<file path="src/rtl/phy_scan_pkg.sv">
package phy_scan_pkg;

    localparam int PHY_AW = 5;
    localparam int REG_AW = 5;
    localparam int DATA_W = 16;
    localparam int ID_W   = 2 * DATA_W;

    localparam logic [PHY_AW-1:0] LAST_PHY_ADDR = '1;
    localparam logic [REG_AW-1:0] REG_ID_HI     = 5'd2;
    localparam logic [REG_AW-1:0] REG_ID_LO     = 5'd3;
    localparam logic [DATA_W-1:0] NO_DEVICE     = '1;

    typedef enum logic [2:0] {
        S_IDLE,
        S_PROBE,
        S_FETCH,
        S_GAP,
        S_DONE
    } scan_state_e;

    function automatic logic is_absent(input logic [DATA_W-1:0] d);
        return d == NO_DEVICE;
    endfunction

endpackage

</file>
<file path="src/rtl/phy_scan_delay.sv">
module phy_scan_delay #(
    parameter int DELAY_CYCLES = 1000000
) (
    input  logic clk,
    input  logic rst,
    input  logic load,
    output logic expire
);
    localparam int CNT_W = (DELAY_CYCLES > 1) ? $clog2(DELAY_CYCLES + 1) : 1;

    logic [CNT_W-1:0] cnt_q;
    logic             run_q;

    always_ff @(posedge clk) begin
        if (rst) begin
            cnt_q <= '0;
            run_q <= 1'b0;
        end else if (load) begin
            cnt_q <= CNT_W'(DELAY_CYCLES - 1);
            run_q <= 1'b1;
        end else if (run_q) begin
            if (cnt_q == '0) run_q <= 1'b0;
            else             cnt_q <= cnt_q - 1'b1;
        end
    end

    assign expire = run_q && (cnt_q == '0);

    assert_load_idle_R5: assert property (@(posedge clk) disable iff (rst)
        load |-> !run_q);

endmodule

</file>
<file path="src/rtl/phy_scan_result.sv">
module phy_scan_result
    import phy_scan_pkg::*;
(
    input  logic              clk,
    input  logic              rst,
    input  logic              clear,
    input  logic              cap_lo,
    input  logic              cap_hi,
    input  logic [PHY_AW-1:0] addr_in,
    input  logic [DATA_W-1:0] data_in,
    output logic              found,
    output logic [PHY_AW-1:0] phy_addr,
    output logic [ID_W-1:0]   phy_id
);
    logic [DATA_W-1:0] lo_q;
    logic [PHY_AW-1:0] hit_addr_q;

    always_ff @(posedge clk) begin
        if (rst) begin
            lo_q       <= '0;
            hit_addr_q <= '0;
        end else if (cap_lo) begin
            lo_q       <= data_in;
            hit_addr_q <= addr_in;
        end
    end

    always_ff @(posedge clk) begin
        if (rst || clear) begin
            found    <= 1'b0;
            phy_addr <= '0;
            phy_id   <= '0;
        end else if (cap_hi) begin
            found    <= 1'b1;
            phy_addr <= hit_addr_q;
            phy_id   <= {data_in, lo_q};
        end
    end

    assert_fetch_same_addr_R3: assert property (@(posedge clk) disable iff (rst)
        cap_hi |-> addr_in == hit_addr_q);

endmodule

</file>
<file path="src/rtl/phy_scan_seq.sv">
module phy_scan_seq
    import phy_scan_pkg::*;
#(
    parameter int PASSES       = 11,
    parameter int DELAY_CYCLES = 1000000
) (
    input  logic              clk,
    input  logic              rst,
    input  logic              start,
    output logic              mdio_req,
    output logic [PHY_AW-1:0] mdio_addr,
    output logic [REG_AW-1:0] mdio_reg,
    input  logic              mdio_ack,
    input  logic [DATA_W-1:0] mdio_rdata,
    output logic              busy,
    output logic              done,
    output logic              found,
    output logic [PHY_AW-1:0] phy_addr,
    output logic [ID_W-1:0]   phy_id
);
    localparam int PASS_W = (PASSES > 1) ? $clog2(PASSES) : 1;
    localparam logic [PASS_W-1:0] FINAL_PASS = PASS_W'(PASSES - 1);

    scan_state_e       state_q, state_d;
    logic [PHY_AW-1:0] addr_q;
    logic [PASS_W-1:0] pass_q;
    logic              dly_load, dly_expire;
    logic              res_clear, cap_lo, cap_hi;
    logic              probe_miss, at_last;

    assign probe_miss = (state_q == S_PROBE) && mdio_ack && is_absent(mdio_rdata);
    assign at_last    = (addr_q == LAST_PHY_ADDR);

    always_comb begin
        state_d   = state_q;
        dly_load  = 1'b0;
        res_clear = 1'b0;
        cap_lo    = 1'b0;
        cap_hi    = 1'b0;
        case (state_q)
            S_IDLE: if (start) begin
                state_d   = S_PROBE;
                res_clear = 1'b1;
            end
            S_PROBE: if (mdio_ack) begin
                if (!is_absent(mdio_rdata)) begin
                    cap_lo  = 1'b1;
                    state_d = S_FETCH;
                end else if (at_last) begin
                    if (pass_q == FINAL_PASS) begin
                        state_d = S_DONE;
                    end else begin
                        state_d  = S_GAP;
                        dly_load = 1'b1;
                    end
                end
            end
            S_FETCH: if (mdio_ack) begin
                cap_hi  = 1'b1;
                state_d = S_DONE;
            end
            S_GAP:  if (dly_expire) state_d = S_PROBE;
            S_DONE: state_d = S_IDLE;
            default: state_d = S_IDLE;
        endcase
    end

    always_ff @(posedge clk) begin
        if (rst) begin
            state_q <= S_IDLE;
            addr_q  <= '0;
            pass_q  <= '0;
        end else begin
            state_q <= state_d;
            if (state_q == S_IDLE && start) begin
                addr_q <= '0;
                pass_q <= '0;
            end else if (probe_miss) begin
                addr_q <= at_last ? '0 : addr_q + 1'b1;
                if (at_last && pass_q != FINAL_PASS) pass_q <= pass_q + 1'b1;
            end
        end
    end

    phy_scan_delay #(.DELAY_CYCLES(DELAY_CYCLES)) u_delay (
        .clk    (clk),
        .rst    (rst),
        .load   (dly_load),
        .expire (dly_expire)
    );

    phy_scan_result u_result (
        .clk      (clk),
        .rst      (rst),
        .clear    (res_clear),
        .cap_lo   (cap_lo),
        .cap_hi   (cap_hi),
        .addr_in  (addr_q),
        .data_in  (mdio_rdata),
        .found    (found),
        .phy_addr (phy_addr),
        .phy_id   (phy_id)
    );

    assign mdio_req  = (state_q == S_PROBE) || (state_q == S_FETCH);
    assign mdio_reg  = (state_q == S_FETCH) ? REG_ID_HI : REG_ID_LO;
    assign mdio_addr = addr_q;
    assign busy      = (state_q != S_IDLE);
    assign done      = (state_q == S_DONE);

    assert_req_hold_R4: assert property (@(posedge clk) disable iff (rst)
        (mdio_req && !mdio_ack) |=> (mdio_req && $stable(mdio_addr) && $stable(mdio_reg)));

    assert_ascend_R2: assert property (@(posedge clk) disable iff (rst)
        (probe_miss && !at_last) |=> (mdio_req && mdio_addr == PHY_AW'($past(mdio_addr) + 1)));

    assert_done_pulse_R7: assert property (@(posedge clk) disable iff (rst)
        done |=> !done);

    assert_found_at_end_R3: assert property (@(posedge clk) disable iff (rst)
        $rose(found) |-> done);

    assert_pass_limit_R6: assert property (@(posedge clk) disable iff (rst)
        pass_q <= FINAL_PASS);

    assert_start_ignored_R8: assert property (@(posedge clk) disable iff (rst)
        (busy && !done && start) |=> busy);

    assert_gap_quiet_R5: assert property (@(posedge clk) disable iff (rst)
        (state_q == S_GAP && !dly_expire) |=> (state_q == S_GAP && !mdio_req));

endmodule

</file>
<file path="config.mk">
export PLATFORM = sky130hd
export DESIGN_NAME = phy_scan_seq
export DESIGN_NICKNAME = d
export VERILOG_FILES = /design/src/rtl/phy_scan_pkg.sv /design/src/rtl/phy_scan_delay.sv /design/src/rtl/phy_scan_result.sv /design/src/rtl/phy_scan_seq.sv
export SDC_FILE = /design/constraint.sdc
export NUM_CORES = 1
export LEC_CHECK = 0
export ABC_AREA = 1
export CORE_UTILIZATION = 35
export DETAILED_ROUTE_END_ITERATION = 8
export DONT_BUFFER_PORTS = 1
export PLACE_DENSITY_LB_ADDON = 0.15
export SLEW_MARGIN = 25
export SYNTH_ARGS = -nofsm -noshare
export SYNTH_HDL_FRONTEND = slang
export SYNTH_SLANG_ARGS = --single-unit
</file>
<file path="constraint.sdc">
create_clock -name clk -period 1.56 [get_ports clk]
set_clock_uncertainty 0.05 [all_clocks]
set_input_delay 0 -clock clk [delete_from_list [all_inputs] [get_ports clk]]
set_output_delay 0 -clock clk [all_outputs]
set_load 0.05 [all_outputs]
</file>
==> out/results.tsv, run 1 <==
stage	metric	value	unit
status	status	complete, but fails checks	
status	violations	negative setup slack	
critical_path	crit_required	1750	ps
grt	grt_usage	19.40	%
min_path	holdPathEnd	u_delay.cnt_q[18]	
power	peakVddDrop	921.1	uV
yosys	synthTopCellsByCount	155 x nand2_1, 92 x dfxtp_1, 80 x nor2_1	
clocking	clockBufferDepth	2	
yosys	async_reset_ff_share	0	%
detailed_routing	highest_layer	met4	
cells_and_area	nFillCells	1117	
critical_path	path_max_fanout	6	
yosys	synth.yosys.seq_area_share	44.91	%
yosys	synth_cells	578	
min_path	hold_path_depth	5	
clocking	cts_sinks	92	
detailed_routing	route.vias.total	4016	
floorplan	die-area	0.01216	mm^2
detailed_routing	via_per_inst	4.753	
critical_path	cp_slowest_stage_delay	360	ps
critical_path	cp_slowest_cell	dfxtp_4	
grt	grt_max_degree	41	
cells_and_area	drive_gt1_share	30.77	%
detailed_routing	drc	0	
yosys	synth_area_leaders	dfxtp_1 45%, nand2_1 14%, nor2_1 7.3%, a21oi_1 6.7%, inv_1 4.2%	
grt	grt_pass1_vias	3881	
power	power_density	1165	mW/mm^2
yosys	syn_area_per_cell	7.096	um^2
detailed_routing	drtIter0Drc	166	
yosys	synth_top_area_share	44.91	%
critical_path	critPathCaptureType	register	
grt	grt_antenna_before_repair	0	
yosys	synth.largest_area_cell	dfxtp_1	
yosys	synth_cell_types	34	
critical_path	crit_chain	ha_4 -> inv_2 -> nor3_2 -> ha_2 -> inv_2 -> nor2_4 -> nand3_4 -> nand2_4 -> inv_4 -> nand2_4 -> nand3_2 -> nand2_1 -> inv_1	
cells_and_area	layout.nets	722	
power	total_power	6848	uW
grt	grt_pass1_wl	18110	um
sta	max_freq	599.0	MHz
clocking	htree_levels	3	
detailed_routing	wl_met2	5552	um
cells_and_area	area_delta_synth_final	43.35	%
grt	grt_overflow	0	
detailed_routing	wl_met1	4854	um
sta	finalHoldViolCount	0	
sta	period_needed	1670	ps
cells_and_area	n_antenna_cell	0	
placed_design	place.gp.congestion	0.8101	
floorplan	initial_core_util	35.92	%
sta	period_share	107.0	%
yosys	synth-edff-count	0	
clocking	clock_tree.root_cell	clkbuf_16	
detailed_routing	met3_length	518	um
yosys	ys_seq_elements	92	
yosys	yosysWarningCount	0	
placed_design	io_buffers	0	
critical_path	reg2reg_to	u_delay.cnt_q[18]	
detailed_routing	dr.pass1.iters	4	
min_path	hp-class	input pin to register	
placed_design	placedCellCount	799	
clocking	clk_latency	340	ps
min_path	min-delay-start	mdio_ack	
sta	grt_setup_unrepaired	true	
power	p_leak	0.002614	uW
yosys	syn_area	0.004101	mm^2
critical_path	arrival	1860	ps
critical_path	start_kind	register	
clocking	clk_pin_slew	70	ps
clocking	cts_buffers	9	
job	cap_violations	0	
sta	setup_violations	25	
floorplan	ios	71	
yosys	ys.flop_type	dfxtp_1	
clocking	cts_tree	built	
sta	report.final.slew_viol_count	0	
floorplan	die_w	110.3	um
sta	worst_slack	-109.5	ps
yosys	post-synth-top-count-cell	nand2_1	
cells_and_area	layout.cells.non_filler	845	
floorplan	die_h	110.3	um
critical_path	path_class	register to register	
detailed_routing	ant_nets	0	
floorplan	row_count	39	
placed_design	place_hpwl	7603	um
critical_path	reg2reg_depth	13	
detailed_routing	wl_per_cell	13.07	um
detailed_routing	wirelength	11040	um
floorplan	coreArea	0.01142	mm^2
critical_path	rrSetupSlack	-110	ps
critical_path	r2r_start	mdio_addr[1]	
==> metrics by stage <==
stage,area (um^2),worst slack [ps],hold WS (ps),TNS [ps],utilization (%)
3_5_place_dp,5065,-170.6,26.80,-2650,44.36
2_1_floorplan,4230,-117.0,21.56,-1255,-
4_1_cts,5679,-95.45,2.990,-1280,49.74
3_3_place_gp,5065,-119.8,24.14,-1435,44.36
6_report,5879,-109.5,18.95,-1157,51.49
5_1_grt,5879,-209.2,30.96,-4047,51.49
==> layout by cell type (no fill, tap or decap), types with 9 or more instances in the layout <==
cell type and instances:
nor2_2 12, nand4_1 9, clkbuf_16 10, o21ai_0 18, inv_2 9, buf_4 99
dlygate4sd3_1 18, o21ai_2 11, nand3_1 17, dfxtp_1 84, nor2_1 67, a21oi_1 53
nand2_1 150, nor2_4 11, inv_1 39
==> cell families after synthesis <==
logic type / synth area share, %
buffers and inverters: 8.390
AO/OA/AOI/OAI: 12.20
XOR/XNOR: 1.281
flip-flops: 44.91
adder cells (fa/ha/maj): 1.525
other: 0.1831
AND/OR/NAND/NOR: 31.51
==> worst max-delay path: cells and delay by family, from the launching register on <==
kind / cells / cell delay, ps
simple gates: 7 / 640
flops: 1 / 360
buf+inv: 4 / 180
fa+ha+maj: 2 / 340
==> layer usage <==
| metal | vias to the layer above | global-route usage (%) |
|---|---|---|
| met4 | 0 | 5.639 |
| met2 | 64 | 34.07 |
| met5 | - | 0 |
| met3 | 12 | 6.467 |
| met1 | 1864 | 22.27 |
| li1 | 2076 | - |
==> how the worst max path moves through the flow <==
stage                            start                end  slack, ps
after global routing      mdio_addr[1]  u_delay.cnt_q[18]       -210
after detailed placement  mdio_addr[1]  u_delay.cnt_q[18]       -170
after global placement    mdio_addr[1]  u_delay.cnt_q[18]       -120
final                     mdio_addr[1]  u_delay.cnt_q[18]       -110
after floorplan           mdio_addr[1]  u_delay.cnt_q[18]       -120
after CTS                 mdio_addr[1]  u_delay.cnt_q[18]       -100
==> sequential cells by signal, indices dropped and copies added, names as in the netlist, 3 cells and up <==
name                 flops
u_result.lo_q           16
u_delay.cnt_q           20
u_result.phy_id         32
u_result.phy_addr        5
u_result.hit_addr_q      5
mdio_addr                5
pass_q                   4
state_q                  3
==> report_power, final <==
group	total (uW)	switching, uW	internal [uW]
registers	2700	143	2560
clock network	2090	955	1140
logic	2060	1300	759
total	6850	2390	4450
==> timing repair <==
action / in CTS / in global routing
endpoints found under the hold margin: 41 / 0
gates resized for setup: 26 / 50
cloned: 1 / 1
hold buffers: 18 / 0
setup buffers: 6 / 4
setup endpoints to repair: 51 / 91
pin swaps: 8 / 20
==> layout make-up <==
cell class	instances	area (um^2)	area share [%]
Clock inverter	4	31.28	0.5320
Tap cell	143	178.9	3.043
Clock buffer	12	246.5	4.192
Timing Repair Buffer	130	1126	19.15
Sequential cell	92	1862	31.67
Inverter	53	214.0	3.639
Multi-Input combinational cell	411	2221	37.77
Power figures use the tool's default switching activity.
==> run 2, diff against run 1 <==
--- a/config.mk
+++ b/config.mk
@@ -10,7 +10,9 @@
 export DETAILED_ROUTE_END_ITERATION = 8
 export DONT_BUFFER_PORTS = 1
 export PLACE_DENSITY_LB_ADDON = 0.15
+export RECOVER_POWER = 100
 export SLEW_MARGIN = 25
 export SYNTH_ARGS = -nofsm -noshare
 export SYNTH_HDL_FRONTEND = slang
 export SYNTH_SLANG_ARGS = --single-unit
+export TNS_END_PERCENT = 50
==> constraint.sdc (replaced) <==
create_clock -name clk -period 1.56 [get_ports clk]
set_clock_uncertainty 0.05 [all_clocks]
set_input_delay 0 -clock clk [delete_from_list [all_inputs] [get_ports clk]]
set_output_delay 0 -clock clk [all_outputs]
set_load 0.01 [all_outputs]
==> out/results.tsv, run 2 (synthesis gave the netlist of run 1 again) <==
stage	metric	value	unit	change
critical_path	cp_top_family	flip-flops		was simple AND/OR/NAND/NOR gates
sta	period_needed	1655	ps	was 1670 ps
sta	period_share	106.1	%	was 107.0%
placed_design	place_hpwl	7506	um	was 7603 um
critical_path	critPathCaptureType	register		unchanged
power	p_sw_share	33.02	%	was 34.96%
power	p_leak	0.002445	uW	was 0.002614 uW
critical_path	critPathLaunch	mdio_addr[0]		was mdio_addr[1]
cells_and_area	layout.cells.non_filler	820		was 845
critical_path	crit_chain	ha_4 -> inv_2 -> nor3_2 -> ha_2 -> buf_4 -> nor2_1 -> a21oi_1 -> nand2_1 -> a21oi_1 -> nor2_1		was ha_4 -> inv_2 -> nor3_2 -> ha_2 -> inv_2 -> nor2_4 -> nand3_4 -> nand2_4 -> inv_4 -> nand2_4 -> nand3_2 -> nand2_1 -> inv_1
detailed_routing	drc	0		unchanged
clocking	cts_buffers	9		unchanged
cells_and_area	top_register	u_result.phy_id		unchanged
critical_path	arrival	1840	ps	was 1860 ps
grt	grt_max_degree	38		was 41
cells_and_area	fin_util	49.20	%	was 51.49%
cells_and_area	drive_gt1_share	24.82	%	was 30.77%
cells_and_area	largest_reg_flops	32		unchanged
sta	setup_violations	26		was 25
power	p_seq_share	41.5	%	was 39.4%
floorplan	row_count	39		unchanged
critical_path	reg2reg_depth	10		was 13
cells_and_area	nFillCells	1148		was 1117
grt	grt_pass1_wl	17520	um	was 18110 um
placed_design	io_buffers	0		unchanged
critical_path	r2r_start	mdio_addr[0]		was mdio_addr[1]
min_path	holdPathEnd	pass_q[2]		was u_delay.cnt_q[18]
power	clock_power_share	34.1	%	was 30.6%
detailed_routing	wirelength	11430	um	was 11040 um
cells_and_area	area_delta_synth_final	36.97	%	was 43.35%
detailed_routing	route.vias.total	3955		was 4016
floorplan	die-area	0.01216	mm^2	unchanged
cells_and_area	layout.nets	697		was 722
critical_path	path_class	register to register		unchanged
critical_path	cp.buffers_inverters	2		was 4
grt	grt_antenna_before_repair	0		unchanged
grt	grt_usage	18.80	%	was 19.40%
sta	grt_setup_unrepaired	true		unchanged
sta	worst_slack	-95.14	ps	was -109.5 ps
min_path	hold_path_depth	5		unchanged
sta	report.final.slew_viol_count	0		unchanged
floorplan	die_h	110.3	um	unchanged
grt	grt_overflow	0		unchanged
placed_design	place.gp.congestion	0.7912		was 0.8101
power	peakVddDrop	552.1	uV	was 921.1 uV
min_path	hp-class	input pin to register		unchanged
floorplan	die_w	110.3	um	unchanged
clocking	cts_tree	built		unchanged
status	status	complete, but fails checks		unchanged
detailed_routing	ant_nets	0		unchanged
power	power_density	1164	mW/mm^2	was 1165 mW/mm^2
cells_and_area	n_antenna_cell	0		unchanged
clocking	clk_pin_slew	70	ps	about the same
power	p_switching	2159	uW	was 2394 uW
min_path	min-delay-start	rst		was mdio_ack
detailed_routing	via_per_inst	4.823		was 4.753
clocking	clock_tree.root_cell	clkbuf_16		unchanged
critical_path	crit_required	1750	ps	about the same
critical_path	path_max_fanout	4		was 6
grt	grt_pass1_vias	3724		was 3881
floorplan	coreArea	0.01142	mm^2	unchanged
floorplan	ios	71		unchanged
cells_and_area	final_cell_mix	153 x nand2_1, 87 x dfxtp_1, 72 x buf_4		was 150 x nand2_1, 99 x buf_4, 84 x dfxtp_1
sta	max_freq	604.2	MHz	was 599.0 MHz
detailed_routing	drtIter0Drc	177		was 166
job	cap_violations	0		unchanged
status	violations	negative setup slack		unchanged
critical_path	rrSetupSlack	-100	ps	was -110 ps
clocking	cts_sinks	92		unchanged
critical_path	cp_slowest_stage_delay	360	ps	about the same
critical_path	reg2reg_to	state_q[1]		was u_delay.cnt_q[18]
floorplan	initial_core_util	35.92	%	unchanged
sta	finalHoldViolCount	0		unchanged
clocking	clockBufferDepth	2		unchanged
clocking	htree_levels	3		unchanged
placed_design	placedCellCount	774		was 799
critical_path	cp_slowest_cell	dfxtp_4		unchanged
critical_path	start_kind	register		unchanged
detailed_routing	dr.pass1.iters	4		unchanged
cells_and_area	layout_commonest_cell	nand2_1		unchanged
clocking	clk_latency	350	ps	was 340 ps
cells_and_area	largestRegisters	u_result.phy_id: 32 flops, u_delay.cnt_q: 20 flops, u_result.lo_q: 16 flops		unchanged
power	internal-power	4380	uW	was 4454 uW
power	power_frac_comb	24.4	%	was 30.0%
detailed_routing	wl_per_cell	13.93	um	was 13.07 um
[run 2: cell types whose count changed in the layout (fill, tap and decap cells not counted), sizes merged]
| cell | change |
|---|---|
| inv | +3 |
| buf | -27 |
| dlygate4sd3 | +1 |
| clkbuf | -2 |
[run 2: cell type report]
class	instances	area, um^2	share of cell area (%)
clock inverter	7	73.82	1.314
tap	143	178.9	3.185
timing repair buffer	105	949.7	16.90
inverter	53	214.0	3.808
clock buffer	9	225.2	4.009
multi-input combinational	411	2123	37.80
sequential	92	1853	32.98
[run 2: power groups by stage]
stage               clock network (uW)  registers (uW)  logic, uW
floorplan                            0            2720        812
global placement                     0            2750       1300
detailed placement                   0            2750       1330
CTS                               2270            2700       1420
global route                      2360            2740       1750
finish                            2230            2720       1590
[run 2: worst register-to-register path: stages, from the launching register on]
cell	delay [ps]
dfxtp_4	360
ha_4	130
inv_2	30
nor3_2	100
ha_2	210
buf_4	100
nor2_1	30
a21oi_1	170
nand2_1	150
a21oi_1	160
nor2_1	50
[run 2: worst max path at each step]
stage          slack, ps                end  cells after the start
2_1_floorplan         -6  u_delay.cnt_q[18]                     13
3_3_place_gp        -110   u_delay.cnt_q[1]                     10
3_5_place_dp        -110   u_delay.cnt_q[1]                     10
4_1_cts              -70  u_delay.cnt_q[18]                     13
5_1_grt             -200         state_q[1]                     10
6_report            -100         state_q[1]                     10
[run 2: what timing repair did]
| item | 4_1_cts | 5_1_grt |
|---|---|---|
| gates cloned | 0 | 3 |
| hold endpoints to repair | 39 | 0 |
| resized for setup | 13 | 38 |
| setup buffers | 2 | 6 |
| hold buffers | 19 | 0 |
| pin swaps | 7 | 13 |
| endpoints found under the setup margin | 44 | 91 |
[run 2: per-stage QoR]
stage / hold WS, ps / TNS, ps / cell area (um^2) / worst slack [ps] / total power [uW]
after CTS: 19.27 / -898.6 / 5414 / -68.67 / 6385
final: 4.968 / -845.8 / 5618 / -95.14 / 6539
after detailed placement: 25.71 / -1688 / 4853 / -105.9 / 4077
after global routing: 47.27 / -4823 / 5618 / -201.5 / 6841
after floorplan: 21.54 / -5.894 / 4172 / -5.894 / 3532
after global placement: 23.22 / -1014 / 4853 / -110.5 / 4045
[run 2: per-layer routing]
| layer | routed length (um) | share of wire [%] | global-route usage, % |
|---|---|---|---|
| met3 | 484 | 4.2 | 4.115 |
| met5 | 0 | 0 | 0 |
| met4 | 153 | 1.3 | 7.237 |
| met2 | 5701 | 50 | 31.14 |
| met1 | 5087 | 45 | 23.75 |
==> run 3, diff against run 2 <==
--- a/config.mk
+++ b/config.mk
@@ -5,7 +5,6 @@
 export SDC_FILE = /design/constraint.sdc
 export NUM_CORES = 1
 export LEC_CHECK = 0
-export ABC_AREA = 1
 export CORE_UTILIZATION = 35
 export DETAILED_ROUTE_END_ITERATION = 8
 export DONT_BUFFER_PORTS = 1
==> out/results.tsv, run 3 <==
stage	metric	value	unit	change
critical_path	critPathCaptureType	register		unchanged
yosys	syn_area_per_cell	8.023	um^2	was 7.096 um^2
detailed_routing	ant_nets	0		unchanged
placed_design	postPlaceCellArea	0.004643	mm^2	was 0.004853 mm^2
sta	grt_setup_unrepaired	true		unchanged
clocking	clk_latency	370	ps	was 350 ps
yosys	synth_cells	475		was 578
min_path	hp-class	input pin to register		unchanged
grt	grt_util_met3	6.376	%	was 4.115%
grt	grtUsageMet2	30.19	%	was 31.14%
floorplan	die_w	106.4	um	was 110.3 um
sta	worst_slack	-241.7	ps	was -95.14 ps
grt	grt_usage	19.31	%	was 18.80%
floorplan	initial_core_util	36.43	%	was 35.92%
critical_path	cp_slowest_stage_delay	370	ps	was 360 ps
cells_and_area	drive_gt1_share	37.30	%	was 24.82%
detailed_routing	drtIter0Drc	193		was 177
yosys	synth-edff-count	0		unchanged
yosys	synth_area_leaders	dfxtp_1 48%, nand2_1 12%, a21oi_1 10%, xnor2_1 3.4%, clkbuf_1 2.1%		was dfxtp_1 45%, nand2_1 14%, nor2_1 7.3%, a21oi_1 6.7%, inv_1 4.2%
critical_path	start_kind	register		unchanged
yosys	synth_top_area_share	48.33	%	was 44.91%
cells_and_area	largestRegisters	u_result.phy_id: 32 flops, u_delay.cnt_q: 20 flops, u_result.lo_q: 16 flops		unchanged
critical_path	crit_required	1820	ps	was 1750 ps
grt	grt_antenna_before_repair	0		unchanged
cells_and_area	layout.cells.non_filler	699		was 820
grt	grt_pass1_vias	3463		was 3724
power	peakVddDrop	464.1	uV	was 552.1 uV
yosys	async_reset_ff_share	0	%	unchanged
clocking	clock_tree.root_cell	clkbuf_8		was clkbuf_16
sta	max_freq	555.0	MHz	was 604.2 MHz
placed_design	place_ws	-259.4	ps	was -105.9 ps
sta	tns	-9520	ps	was -845.8 ps
cells_and_area	final_cell_mix	110 x nand2_1, 79 x dfxtp_1, 57 x buf_4		was 153 x nand2_1, 87 x dfxtp_1, 72 x buf_4
critical_path	cp.buffers_inverters	0		was 2
clocking	cts_tree	built		unchanged
cells_and_area	layout.nets	583		was 697
sta	period_share	115.5	%	was 106.1%
yosys	yosysWarningCount	0		unchanged
placed_design	place_hpwl	6595	um	was 7506 um
critical_path	cp_slowest_cell	dfxtp_4		unchanged
grt	grtUsageMet1	24.83	%	was 23.75%
placed_design	io_buffers	0		unchanged
critical_path	crit_chain	ha_4 -> and3_4 -> ha_4 -> nand2_1 -> or3_4 -> or3_4 -> a21oi_2		was ha_4 -> inv_2 -> nor3_2 -> ha_2 -> buf_4 -> nor2_1 -> a21oi_1 -> nand2_1 -> a21oi_1 -> nor2_1
status	status	complete, but fails checks		unchanged
status	violations	negative setup slack		unchanged
yosys	syn_area	0.003811	mm^2	was 0.004101 mm^2
floorplan	die_h	106.4	um	was 110.3 um
floorplan	die-area	0.01131	mm^2	was 0.01216 mm^2
detailed_routing	via_per_inst	5.157		was 4.823
critical_path	arrival	2060	ps	was 1840 ps
grt	grt_max_degree	41		was 38
floorplan	ios	71		unchanged
cells_and_area	fin_util	54.33	%	was 49.20%
sta	finalHoldViolCount	0		unchanged
cells_and_area	n_antenna_cell	0		unchanged
sta	setup_violations	92		was 26
detailed_routing	drc	0		unchanged
detailed_routing	wl_per_cell	15.31	um	was 13.93 um
cells_and_area	top_register	u_result.phy_id		unchanged
placed_design	placedCellCount	650		was 774
power	power_density	888.2	mW/mm^2	was 1164 mW/mm^2
clocking	clockBufferDepth	2		unchanged
cells_and_area	fin_area	0.005684	mm^2	was 0.005618 mm^2
sta	report.final.slew_viol_count	0		unchanged
yosys	synthTopCellsByCount	125 x nand2_1, 92 x dfxtp_1, 79 x a21oi_1		was 155 x nand2_1, 92 x dfxtp_1, 80 x nor2_1
yosys	synth.yosys.seq_area_share	48.33	%	was 44.91%
yosys	synth.largest_area_cell	dfxtp_1		unchanged
detailed_routing	wirelength	10700	um	was 11430 um
critical_path	cp_top_family	simple AND/OR/NAND/NOR gates		was flip-flops
critical_path	path_max_fanout	3		was 4
grt	grt_overflow	0		unchanged
detailed_routing	dr.pass1.iters	4		unchanged
sta	period_needed	1802	ps	was 1655 ps
cells_and_area	layout_commonest_cell	nand2_1		unchanged
yosys	ys.flop_type	dfxtp_1		unchanged
clocking	htree_levels	3		unchanged
cells_and_area	area_delta_synth_final	49.15	%	was 36.97%
yosys	post-synth-top-count-cell	nand2_1		unchanged
clocking	cts_buffers	9		unchanged
cells_and_area	largest_reg_flops	32		unchanged
grt	grt-busiest-layer	met2		unchanged
job	cap_violations	0		unchanged
floorplan	coreArea	0.01046	mm^2	was 0.01142 mm^2
floorplan	row_count	37		was 39
grt	grt_pass1_wl	17330	um	was 17520 um
yosys	ys_seq_elements	92		unchanged
power	p_leak	0.002045	uW	was 0.002445 uW
detailed_routing	route.vias.total	3605		was 3955
clocking	clk_pin_slew	100	ps	was 70 ps
placed_design	place.gp.congestion	0.8215		was 0.7912
yosys	synth_cell_types	46		was 34
clocking	cts_sinks	92		unchanged
critical_path	path_class	register to register		unchanged
[run 3: routing by layer]
layer	vias to the layer above	part of all wire, %
met2	81	45
li1	1783	-
met5	-	0
met3	11	5.9
met1	1730	47
met4	0	1.5
[run 3: stage by stage]
| step | hold WS, ps | total power [uW] |
|---|---|---|
| 2_1_floorplan | 85.18 | 3037 |
| 3_3_place_gp | 22.27 | 3274 |
| 3_5_place_dp | 21.97 | 3282 |
| 4_1_cts | 12.00 | 4914 |
| 5_1_grt | 32.96 | 5312 |
| 6_report | 36.68 | 5049 |
[run 3: where the power goes]
| part | leakage, uW | internal [uW] | switching [uW] |
|---|---|---|---|
| registers | 0.000750 | 2420 | 54.6 |
| clock network | 0.0000808 | 593 | 900 |
| logic | 0.00121 | 479 | 598 |
| total | 0.00205 | 3500 | 1550 |
[run 3: cell type report]
cell class / instances / area (um^2)
Multi-Input combinational cell: 345 / 2426
Clock buffer: 10 / 127.6
Sequential cell: 92 / 1868
Timing Repair Buffer: 103 / 1018
Tap cell: 136 / 170.2
Fill cell: 939 / 4778
Clock inverter: 6 / 47.55
Inverter: 7 / 26.28
[run 3: cell families (layout without fill, tap and decap cells)]
group	count (synthesis)	after routing	synth area share, %
muxes	5	5	1.346
DFF	92	92	48.33
buffers and inverters	40	126	4.629
AOI/OAI and AO/OA	107	107	15.30
xor gates and xnor gates	17	17	3.907
and+or+nand+nor	207	207	24.66
adders and majority gates	5	5	1.641
other	2	4	0.1971
[run 3: worst min-delay path, stage by stage]
cell      delay [ps]
inv_1             70
o21bai_4         100
buf_12           170
nor2_1            80
[run 3: final timing paths]
kind / slack, ps / endpoint / from / depth (start not counted)
worst max-delay path: -240 / pass_q[3] / mdio_addr[1] / 7
worst min-delay path: 40 / pass_q[2] / start / 4
worst max register to register: -240 / pass_q[3] / mdio_addr[1] / 7
worst min register to register: 410 / u_result.phy_id[4] / u_result.lo_q[4] / 2
[run 3: what timing repair did]
action | in CTS | in global routing
endpoints found under the hold margin | 92 | 0
hold buffers | 19 | 0
gates cloned | 1 | 3
gates resized for setup | 60 | 76
setup buffers | 8 | 3
setup endpoints to repair | 44 | 93
pin swaps | 25 | 42
